--- src/rtl/drv_supervisor_pkg.sv ---
// Package: shared field positions of the control and status words.
// Assumes the word is N channel bits plus four fixed bits.
package drv_supervisor_pkg;

    localparam int F_SRR = 0;   // status-reset request
    localparam int F_CH0 = 1;   // first channel request bit

    // Position of the open-load-detect-off bit for n channels.
    function automatic int pos_oloff(input int n);
        return n + 1;
    endfunction

    // Position of the long-delay select bit.
    function automatic int pos_dsel(input int n);
        return n + 2;
    endfunction

    // Position of the run bit.
    function automatic int pos_run(input int n);
        return n + 3;
    endfunction

    // Status word positions.
    localparam int S_PREWARN = 0;

    function automatic int pos_short(input int n);
        return n + 1;
    endfunction

    function automatic int pos_stby(input int n);
        return n + 2;
    endfunction

    function automatic int pos_psf(input int n);
        return n + 3;
    endfunction

endpackage

--- src/rtl/fault_delay_timer.sv ---
// Module: fault_delay_timer
// Counts timebase ticks while a condition is held. It reports expiry once
// the count reaches the selected limit. Dropping the condition restarts it.
// Assumes tick is a single-cycle pulse.
module fault_delay_timer #(
    parameter int SHORT_TICKS = 3,
    parameter int LONG_TICKS  = 12
) (
    input  logic clk,
    input  logic rst_n,
    input  logic tick,
    input  logic long_sel,
    input  logic active,
    output logic expired
);
    localparam int MAXT = (LONG_TICKS > SHORT_TICKS) ? LONG_TICKS : SHORT_TICKS;
    localparam int CW   = $clog2(MAXT + 1);

    logic [CW-1:0] cnt;
    logic [CW-1:0] limit;

    // Select the active limit.
    always_comb limit = long_sel ? CW'(LONG_TICKS) : CW'(SHORT_TICKS);

    // Advance on ticks while held; restart when released.
    always_ff @(posedge clk) begin
        if (!rst_n)
            cnt <= '0;
        else if (!active)
            cnt <= '0;
        else if (tick && (cnt < limit))
            cnt <= cnt + 1'b1;
    end

    // Expiry is only meaningful while the condition persists.
    always_comb expired = active && (cnt >= limit);

    p_count_in_range_r3: assert property (@(posedge clk) disable iff (!rst_n)
        cnt <= CW'(MAXT));

    p_restart_on_release_r4: assert property (@(posedge clk) disable iff (!rst_n)
        !active |=> (cnt == '0));

endmodule

--- src/rtl/channel_short_guard.sv ---
// Module: channel_short_guard
// Per-channel short protection. It times overcurrent on a driven channel
// and latches the channel off on expiry, or at once under prewarning.
// The latch holds until a status reset.
// Assumes oc_i is only meaningful while the channel is driven.
module channel_short_guard #(
    parameter int SHORT_TICKS = 3,
    parameter int LONG_TICKS  = 12
) (
    input  logic clk,
    input  logic rst_n,
    input  logic tick,
    input  logic long_sel,
    input  logic pass_i,
    input  logic oc_i,
    input  logic prewarn_i,
    input  logic clear_i,
    output logic en_o,
    output logic tripped_o
);
    logic tripped;
    logic oc_active;
    logic timer_done;
    logic trip_now;

    // Enable survives only while no short latch is held.
    always_comb en_o = pass_i && !tripped;

    // Overcurrent counts only on a channel that is actually driven.
    always_comb oc_active = oc_i && en_o;

    fault_delay_timer #(
        .SHORT_TICKS (SHORT_TICKS),
        .LONG_TICKS  (LONG_TICKS)
    ) u_timer (
        .clk      (clk),
        .rst_n    (rst_n),
        .tick     (tick),
        .long_sel (long_sel),
        .active   (oc_active),
        .expired  (timer_done)
    );

    // Trip after the delay, or immediately when the die is warm.
    always_comb trip_now = oc_active && (prewarn_i || timer_done);

    // Short latch: a status reset wins over a new trip in the same cycle.
    always_ff @(posedge clk) begin
        if (!rst_n)
            tripped <= 1'b0;
        else if (clear_i)
            tripped <= 1'b0;
        else if (trip_now)
            tripped <= 1'b1;
    end

    always_comb tripped_o = tripped;

    p_trip_needs_overcurrent_r2: assert property (@(posedge clk) disable iff (!rst_n)
        $rose(tripped) |-> $past(oc_i && pass_i));

    p_prewarn_immediate_r5: assert property (@(posedge clk) disable iff (!rst_n)
        (oc_i && en_o && prewarn_i && !clear_i) |=> tripped);

    p_reset_rearms_r6: assert property (@(posedge clk) disable iff (!rst_n)
        clear_i |=> !tripped);

endmodule

--- src/rtl/supply_thermal_monitor.sv ---
// Module: supply_thermal_monitor
// Times undervoltage and latches the supply-fail flag. Blocks outputs only
// while the expired undervoltage persists. Latches thermal shutdown until
// a status reset arrives with the thermal flag low.
// Assumes uv_i and tsd_i are already synchronous to clk.
module supply_thermal_monitor #(
    parameter int UV_SHORT_TICKS = 2,
    parameter int UV_LONG_TICKS  = 8
) (
    input  logic clk,
    input  logic rst_n,
    input  logic tick,
    input  logic long_sel,
    input  logic uv_i,
    input  logic tsd_i,
    input  logic clear_i,
    output logic uv_block_o,
    output logic psf_o,
    output logic tsd_latch_o
);
    logic uv_done;
    logic psf;
    logic tsd_latch;

    fault_delay_timer #(
        .SHORT_TICKS (UV_SHORT_TICKS),
        .LONG_TICKS  (UV_LONG_TICKS)
    ) u_uv_timer (
        .clk      (clk),
        .rst_n    (rst_n),
        .tick     (tick),
        .long_sel (long_sel),
        .active   (uv_i),
        .expired  (uv_done)
    );

    // Outputs are blocked exactly while the expired condition holds.
    always_comb uv_block_o = uv_done;

    // Supply-fail flag: set wins, so a persisting fault keeps reporting.
    always_ff @(posedge clk) begin
        if (!rst_n)
            psf <= 1'b0;
        else if (uv_done)
            psf <= 1'b1;
        else if (clear_i)
            psf <= 1'b0;
    end

    // Thermal latch: cleared only after cooling plus a status reset.
    always_ff @(posedge clk) begin
        if (!rst_n)
            tsd_latch <= 1'b0;
        else if (tsd_i)
            tsd_latch <= 1'b1;
        else if (clear_i)
            tsd_latch <= 1'b0;
    end

    always_comb psf_o       = psf;
    always_comb tsd_latch_o = tsd_latch;

    p_psf_sticky_r7: assert property (@(posedge clk) disable iff (!rst_n)
        (psf && !clear_i) |=> psf);

    p_uv_release_r7: assert property (@(posedge clk) disable iff (!rst_n)
        !uv_i |-> !uv_block_o);

    p_tsd_hold_r8: assert property (@(posedge clk) disable iff (!rst_n)
        (tsd_latch && !(clear_i && !tsd_i)) |=> tsd_latch);

endmodule

--- src/rtl/status_word_builder.sv ---
// Module: status_word_builder
// Combinational assembly of the readback word. Channel bits show drive
// state, or the open-load comparator for idle channels when detection is on.
// Thermal shutdown overrides every bit to one.
module status_word_builder
    import drv_supervisor_pkg::*;
#(
    parameter int N_CH = 12,
    localparam int W   = N_CH + 4
) (
    input  logic            prewarn_i,
    input  logic [N_CH-1:0] drv_i,
    input  logic [N_CH-1:0] req_i,
    input  logic            ol_on_i,
    input  logic [N_CH-1:0] ol_i,
    input  logic            short_i,
    input  logic            standby_i,
    input  logic            psf_i,
    input  logic            tsd_i,
    output logic [W-1:0]    status_o
);
    logic [N_CH-1:0] ch_bits;

    // Per-channel source select.
    for (genvar g = 0; g < N_CH; g++) begin : g_ch
        always_comb ch_bits[g] = (ol_on_i && !req_i[g]) ? ol_i[g] : drv_i[g];
    end

    // Place every field, then apply the thermal override.
    always_comb begin
        status_o                       = '0;
        status_o[S_PREWARN]            = prewarn_i;
        status_o[N_CH:1]               = ch_bits;
        status_o[pos_short(N_CH)]      = short_i;
        status_o[pos_stby(N_CH)]       = standby_i;
        status_o[pos_psf(N_CH)]        = psf_i;
        if (tsd_i)
            status_o = '1;
    end

endmodule

--- src/rtl/output_fault_supervisor.sv ---
// Module: output_fault_supervisor
// Top of the protection block. It decodes the committed control word,
// gates every channel with standby, undervoltage, thermal and per-channel
// short state, and publishes the status word. Assumes ctrl_word stays
// stable between ctrl_load pulses and that all flags are synchronous.
module output_fault_supervisor
    import drv_supervisor_pkg::*;
#(
    parameter int N_PAIRS        = 6,
    parameter int SC_SHORT_TICKS = 3,
    parameter int SC_LONG_TICKS  = 12,
    parameter int UV_SHORT_TICKS = 2,
    parameter int UV_LONG_TICKS  = 8,
    localparam int N_CH          = 2 * N_PAIRS,
    localparam int W             = N_CH + 4
) (
    input  logic            clk,
    input  logic            rst_n,
    input  logic            tick,
    input  logic [W-1:0]    ctrl_word,
    input  logic            ctrl_load,
    input  logic [N_CH-1:0] oc_flags,
    input  logic [N_CH-1:0] ol_flags,
    input  logic            uv_flag,
    input  logic            prewarn_flag,
    input  logic            tsd_flag,
    input  logic            inhibit_n,
    output logic [N_CH-1:0] drv_en,
    output logic [W-1:0]    status_word
);
    logic [N_CH-1:0] req;
    logic [N_CH-1:0] tripped;
    logic            long_sel;
    logic            ol_on;
    logic            run;
    logic            status_clear;
    logic            standby;
    logic            uv_block;
    logic            psf;
    logic            tsd_latch;
    logic            global_ok;

    // Decode the control fields.
    always_comb begin
        req          = ctrl_word[N_CH:F_CH0];
        ol_on        = !ctrl_word[pos_oloff(N_CH)];
        long_sel     = ctrl_word[pos_dsel(N_CH)];
        run          = ctrl_word[pos_run(N_CH)];
        status_clear = ctrl_load && ctrl_word[F_SRR];
    end

    // Standby from either the software run bit or the hardware pin.
    always_comb standby = !run || !inhibit_n;

    supply_thermal_monitor #(
        .UV_SHORT_TICKS (UV_SHORT_TICKS),
        .UV_LONG_TICKS  (UV_LONG_TICKS)
    ) u_supply (
        .clk         (clk),
        .rst_n       (rst_n),
        .tick        (tick),
        .long_sel    (long_sel),
        .uv_i        (uv_flag),
        .tsd_i       (tsd_flag),
        .clear_i     (status_clear),
        .uv_block_o  (uv_block),
        .psf_o       (psf),
        .tsd_latch_o (tsd_latch)
    );

    // Conditions shared by every channel.
    always_comb global_ok = !standby && !uv_block && !tsd_latch;

    for (genvar g = 0; g < N_CH; g++) begin : g_guard
        channel_short_guard #(
            .SHORT_TICKS (SC_SHORT_TICKS),
            .LONG_TICKS  (SC_LONG_TICKS)
        ) u_guard (
            .clk       (clk),
            .rst_n     (rst_n),
            .tick      (tick),
            .long_sel  (long_sel),
            .pass_i    (req[g] && global_ok),
            .oc_i      (oc_flags[g]),
            .prewarn_i (prewarn_flag),
            .clear_i   (status_clear),
            .en_o      (drv_en[g]),
            .tripped_o (tripped[g])
        );
    end

    status_word_builder #(
        .N_CH (N_CH)
    ) u_status (
        .prewarn_i (prewarn_flag),
        .drv_i     (drv_en),
        .req_i     (req),
        .ol_on_i   (ol_on),
        .ol_i      (ol_flags),
        .short_i   (|tripped),
        .standby_i (standby),
        .psf_i     (psf),
        .tsd_i     (tsd_latch),
        .status_o  (status_word)
    );

    p_standby_quiet_r10: assert property (@(posedge clk) disable iff (!rst_n)
        standby |-> (drv_en == '0));

    p_uv_quiet_r7: assert property (@(posedge clk) disable iff (!rst_n)
        uv_block |-> (drv_en == '0));

    p_tsd_all_ones_r8: assert property (@(posedge clk) disable iff (!rst_n)
        tsd_latch |-> ((&status_word) && (drv_en == '0)));

    p_prewarn_live_r9: assert property (@(posedge clk) disable iff (!rst_n)
        !tsd_latch |-> (status_word[S_PREWARN] == prewarn_flag));

    p_drive_subset_r1: assert property (@(posedge clk) disable iff (!rst_n)
        (drv_en & ~req) == '0);

endmodule

--- config.mk ---
export PLATFORM = sky130hd
export DESIGN_NAME = output_fault_supervisor
export DESIGN_NICKNAME = d
export VERILOG_FILES = /design/src/rtl/drv_supervisor_pkg.sv /design/src/rtl/fault_delay_timer.sv /design/src/rtl/channel_short_guard.sv /design/src/rtl/supply_thermal_monitor.sv /design/src/rtl/status_word_builder.sv /design/src/rtl/output_fault_supervisor.sv
export SDC_FILE = /design/constraint.sdc
export NUM_CORES = 1
export LEC_CHECK = 0
export ABC_AREA = 1
export BUFFER_PORTS_ARGS = -buffer_cell sky130_fd_sc_hd__clkbuf_2
export CAP_MARGIN = 10
export CORE_MARGIN = 2
export CORE_UTILIZATION = 40
export DETAILED_ROUTE_END_ITERATION = 8
export PLACE_DENSITY = 0.61
export SYNTH_ARGS = -nofsm -noshare
export SYNTH_HDL_FRONTEND = slang
export SYNTH_SLANG_ARGS = --single-unit
--- constraint.sdc ---
create_clock -name clk -period 2.8 [get_ports clk]
set_input_delay 0.28 -clock clk [delete_from_list [all_inputs] [get_ports clk]]
set_output_delay 0.28 -clock clk [all_outputs]
set_load 0.02 [all_outputs]
# Yosys cells after proc, flatten, opt, wreduce, memory -nomap -nowiden
# Index checks and enable logic that the tools add are counted.
[word_totals] output_inout_bits=28 reg_bits=66 word_cells=234 in_bits=48
[op_classes] n_lt_le_gt_ge=26 muxes=18 n_bitwise=1 add_sub_neg=13 n_reduce_logical=149
[op_table] op="1-bit logical AND" n=89
[op_table] op="4-bit by 1-bit adder with 4-bit output (second input constant)" n=13
[op_table] op="4-bit greater-or-equal comparator" n=13
[op_table] op="4-bit < comparator" n=13
[op_table] op="1-bit zero test" n=30
[op_table] op="2-bit AND reduction" n=13
[op_table] op="16-bit two-way mux" n=1
[op_table] op="1-bit two-way mux" n=15
[op_table] op="1-bit logical OR" n=13
[op_table] op="12-bit OR reduction" n=1
[op_table] op="4-bit two-way mux" n=2
[op_table] op="2-bit nonzero test" n=2
[op_table] op="2-bit OR reduction" n=1
[op_table] op="1-bit NOT" n=1

# Longest topological paths before layout
[depth] word_depth=12 mapped_depth=12 depth_no_buf=11

# Modules after synthesis
# From an unflattened synthesis, not the netlist that was laid out.
[hier_totals] cells_unflattened=993 area_unflattened_um2=6167.2
[modules_own_cells] module="fault_delay_timer (g_guard[0].u_guard.u_timer ...)" seq_area_each_um2=80.1 cells_per_inst=57 area_each_um2=361.6 n_inst=12
[modules_own_cells] module="channel_short_guard" seq_area_each_um2=20.0 cells_per_inst=12 area_each_um2=78.8 n_inst=12
[modules_own_cells] module="status_word_builder" seq_area_each_um2=0.0 cells_per_inst=68 area_each_um2=311.5 n_inst=1
[modules_own_cells] module="fault_delay_timer (u_supply.u_uv_timer)" seq_area_each_um2=80.1 cells_per_inst=45 area_each_um2=294.0 n_inst=1
[modules_own_cells] module="output_fault_supervisor" seq_area_each_um2=0.0 cells_per_inst=42 area_each_um2=203.9 n_inst=1
[modules_own_cells] module="supply_thermal_monitor" seq_area_each_um2=40.0 cells_per_inst=10 area_each_um2=72.6 n_inst=1

# Worst setup path before layout
# Ideal clock, no wire load.
[synth_timing] path_type="input to output" from="in ctrl_word[14]" to="out drv_en[10]" t_arrival_ps=2161 stages=11 path_buffers=2 setup_slack_ps=359 cell_sequence="inv_1 ha_1 nand2_1 inv_1 nand2_2 nand3_4 a21oi_4 buf_6 nand2_2 inv_2 buf_4"
[synth_between] elab_chain_len=8
[synth_lines] item="start: declaration" line="output_fault_supervisor.sv:20" source="input logic [W-1:0] ctrl_word,"
[synth_lines] item="4-bit two-way mux" line="fault_delay_timer.sv:23" source="always_comb limit = long_sel ? CW'(LONG_TICKS) : CW'(SHORT_TICKS);"
[synth_lines] item="4-bit greater-or-equal comparator" line="fault_delay_timer.sv:36" source="always_comb expired = active && (cnt >= limit);"
[synth_lines] item="1-bit logical AND" line="fault_delay_timer.sv:36"
[synth_lines] item="1-bit zero test" line="output_fault_supervisor.sv:72" source="always_comb global_ok = !standby && !uv_block && !tsd_latch;"
[synth_lines] item="1-bit logical AND (2 in series)" line="output_fault_supervisor.sv:72"
[synth_lines] item="1-bit logical AND" line="output_fault_supervisor.sv:83" source=".pass_i (req[g] && global_ok),"
[synth_lines] item="1-bit logical AND" line="channel_short_guard.sv:27" source="always_comb en_o = pass_i && !tripped;"
[synth_lines] item="end: declaration" line="output_fault_supervisor.sv:28" source="output logic [N_CH-1:0] drv_en,"
# Every way passes these cells.

# Final worst setup path
[layout_timing] from="reg u_supply.u_uv_timer.cnt[1]" to="out drv_en[10]"
[layout_between] elab_chain_len=7
[layout_lines] item="start: declaration" line="fault_delay_timer.sv:19" source="logic [CW-1:0] cnt;"
[layout_lines] item="start signal: assignment" line="fault_delay_timer.sv:32" source="cnt <= cnt + 1'b1;"
[layout_lines] item="4-bit greater-or-equal comparator" line="fault_delay_timer.sv:36"
[layout_lines] item="1-bit logical AND" line="fault_delay_timer.sv:36"
[layout_lines] item="1-bit zero test" line="output_fault_supervisor.sv:72"
[layout_lines] item="1-bit logical AND (2 in series)" line="output_fault_supervisor.sv:72"
[layout_lines] item="1-bit logical AND" line="output_fault_supervisor.sv:83"
[layout_lines] item="1-bit logical AND" line="channel_short_guard.sv:27"
# Every way passes these cells.

==> results.yml <==
synth:
  yosysUniqueCellTypes: 28
  synth_compound_area_share_pct: 6.619
  synth_top_family_by_area: "simple AND/OR/NAND/NOR gates"
  synth-seq-cells: 66
  synth-xor-area-share_pct: 5.567
  avgSynthCellArea_sq_um: 7.172
  ys_seq_area_share_pct: 27.09
  syn_area_sq_um: 4877
  syn_inst: 680
  ys_warn_count: 0
  synth-simple-area-share_pct: 33.84
  synth-adder-area-share_pct: 16.16
  synth.area.mux_share_pct: 0
  syn-num-nets: 791
final_layout:
  multiInputGateArea_sq_um: 3033
  ff_latch_area_sq_um: 1321
  area_delta_synth_final_pct: 15.98
  fillers: 1207
  mostFrequentLayoutCells: "nand2_1 (108), nor2_1 (97), inv_1 (87)"
  layout-drive-gt1-share_pct: 20.66
  antenna_cells: 0
  mostFrequentLayoutCell: "nand2_1"
  nets: 861
  fin_area_sq_um: 5657
timing:
  fin_skew_ps: 4.582
  tightest_slew_ps: 681.4
  finalSetupViolCount: 0
  finalHoldViolCount: 0
  fin_crit_ps: 2573
  rsz0062_at_grt: "false"
  drv_slew: 0
  fin_crit_sh_pct: 91.89
  finalSetupTns_ps: 0
  max-slew-margin-rel_pct: 54.16
  fmax_ghz: 0.3887
routing:
  vias: 4447
  drt-total-wl_um: 11900
  first_pass_iters: 4
  drc: 0
  routedWlPerCell_um: 13.20
  viasPerCell: 4.930
  drt_iter0_drc: 184
  final_antenna_net_count: 0
global_routing:
  grt_pass1_vias: 4220
  grt_antenna_before_repair: 0
  grt_max_degree: 31
  grt_pass1_wl_um: 19620
  track_usage_pct: 19.14
  overflow: 0
critical_path:
  arrival_ps: 2290
  critical_path.slowest_cell: "a21oi_4"
  path_cells: "inv_1 > ha_1 > nand2_1 > inv_1 > nand2_2 > nand3_4 > a21oi_4 > buf_4 > nand2_2 > inv_2 > clkbuf_2"
  ff2ff_path_depth: 12
  end_kind: "primary output"
  start_kind: "flip-flop"
  worstPathMaxFanout: 9
  r2r_start: "u_supply.u_uv_timer.cnt[1]$_SDFFE_PN0P_"
  cp.required_ps: 2520
  rr_endpoint: "g_guard[8].u_guard.u_timer.cnt[3]$_SDFFE_PN0P_"
  critPathMaxStageDelay_ps: 420
  path_class: "reg -> out"
  ff2ff_setup_slack_ps: 720
hold_path:
  min_to: "u_supply.tsd_latch_o$_SDFFE_PN0P_"
  hp-class: "in -> reg"
  hp-start: "tsd_flag"
  holdPathStages: 3
pwr:
  p_switching_mw: 0.6813
  internal-power_mw: 1.864
  p_sw_share_pct: 26.76
  leakage_nw: 2.759
  p_clk_share_pct: 48.0
  pwr-share-seq_pct: 37.4
  power_mw: 2.546
  power_density_nw_per_um2: 450.0
  combPwrFrac_pct: 14.6
  ir_drop_v: 0.0002775
placement:
  hpwlAfterDp_um: 9026
  dpl_cell_area_sq_um: 5338
  gp_congestion: 0.7809
  io_buffers: 75
die:
  ioPinCount: 76
  dieArea_sq_um: 13090
  start_util_pct: 40.77
  dieWidth_um: 114.4
  num_rows: 40
  fp.dieH_um: 114.4
  core-area_sq_um: 11960
run_status:
  status: "complete, no violations"
clock_network:
  postCtsHoldBufs: 0
  clockRootBuffer: "clkbuf_16"
  tritoncts: "done"
  clk_pin_slew_worst_paths_ps: 60
  numCtsBuffers: 9
  post_cts_buffers: 0
  cts_buffer_depth: 2
  cts_resized: 0
  htree_levels: 3
  clk_latency_ps: 340
  clock-sinks: 66
run:
  drv_cap: 0
-- how the worst max path moves through the flow --
| stage | from | end | slack (ps) | cells after the start |
|---|---|---|---|---|
| after CTS | u_supply.u_uv_timer.cnt[1]$_SDFFE_PN0P_ | drv_en[10] | 230 | 11 |
| after detailed placement | ctrl_word[14] | drv_en[10] | 490 | 12 |
| after floorplan | ctrl_word[14] | drv_en[10] | 360 | 11 |
| after global routing | u_supply.u_uv_timer.cnt[1]$_SDFFE_PN0P_ | drv_en[10] | 100 | 11 |
| final | u_supply.u_uv_timer.cnt[1]$_SDFFE_PN0P_ | drv_en[10] | 230 | 11 |
| after global placement | ctrl_word[14] | drv_en[6] | 550 | 12 |
-- critical path, delay by kind of cell (launching register included) --
kind / cells / cell delay, ps
simple gates: 4 / 290
fa+ha+maj: 1 / 270
flops: 1 / 370
compound gates: 1 / 420
buf+inv: 5 / 610
-- sequential cells by signal (all words and copies together), names as in the netlist --
signal	flops
u_supply.psf_o	1
g_guard.u_guard.tripped_o	12
u_supply.tsd_latch_o	1
u_supply.u_uv_timer.cnt	4
g_guard.u_guard.u_timer.cnt	48
-- logic make-up after synthesis --
family,after synthesis
AOI/OAI and AO/OA,52
xor gates and xnor gates,31
adders and majority gates,63
buffers and inverters,123
DFF,66
and+or+nand+nor,345
-- power groups by stage --
stage          registers [mW]  clock network [mW]  logic [mW]
6_report                0.951                1.22       0.371
5_1_grt                 0.952                1.29       0.414
4_1_cts                 0.951                1.25       0.375
3_5_place_dp            0.972                   0       0.373
3_3_place_gp            0.972                   0       0.361
2_1_floorplan           0.970                   0       0.242
-- cell type report --
| cell class | instances | area share (%) |
|---|---|---|
| multi-input cells | 491 | 53.62 |
| repair buffers | 81 | 7.432 |
| well taps | 147 | 3.251 |
| inverters | 101 | 6.702 |
| flip-flops and latches | 66 | 23.36 |
| clock buffers | 10 | 4.225 |
| clock inverters | 6 | 1.416 |
-- stage by stage --
step	utilization, %	cells	setup slack [ps]	hold slack, ps
after CTS	47.29	902	228.3	202.6
after floorplan	-	680	358.9	388.6
after global routing	47.29	902	100.2	211.3
after global placement	44.62	886	547.1	473.5
final	47.29	902	227.0	207.7
after detailed placement	44.62	886	487.6	480.2
-- per-layer routing --
metal / vias up / routed length, um / GRT usage [%]
met3: 22 / 596 / 4.606
met2: 114 / 5573 / 32.39
li1: 2332 / - / -
met1: 1979 / 5415 / 22.78
met4: 0 / 318 / 9.024
met5: - / 0 / 0
-- synthesized netlist by cell type, drive strengths merged --
cell type  count  area, sq um
a31oi          1        6.260
a21oi         14        81.33
nor3b          1        7.510
clkbuf         5        20.01
nor3           1        5.000
nand3         76        480.5
inv          101        379.1
nand4         26        162.7
xnor2         19        166.4
nor4           3        18.77
dfxtp         66         1321
xor2          12        105.1
nor2         117        489.2
o21bai        13        97.59
ha            63        788.3
a21boi         7        52.55
nand2        121        486.7
o21ai         17        85.08
buf           17        123.9
Power figures use the tool's default switching activity.
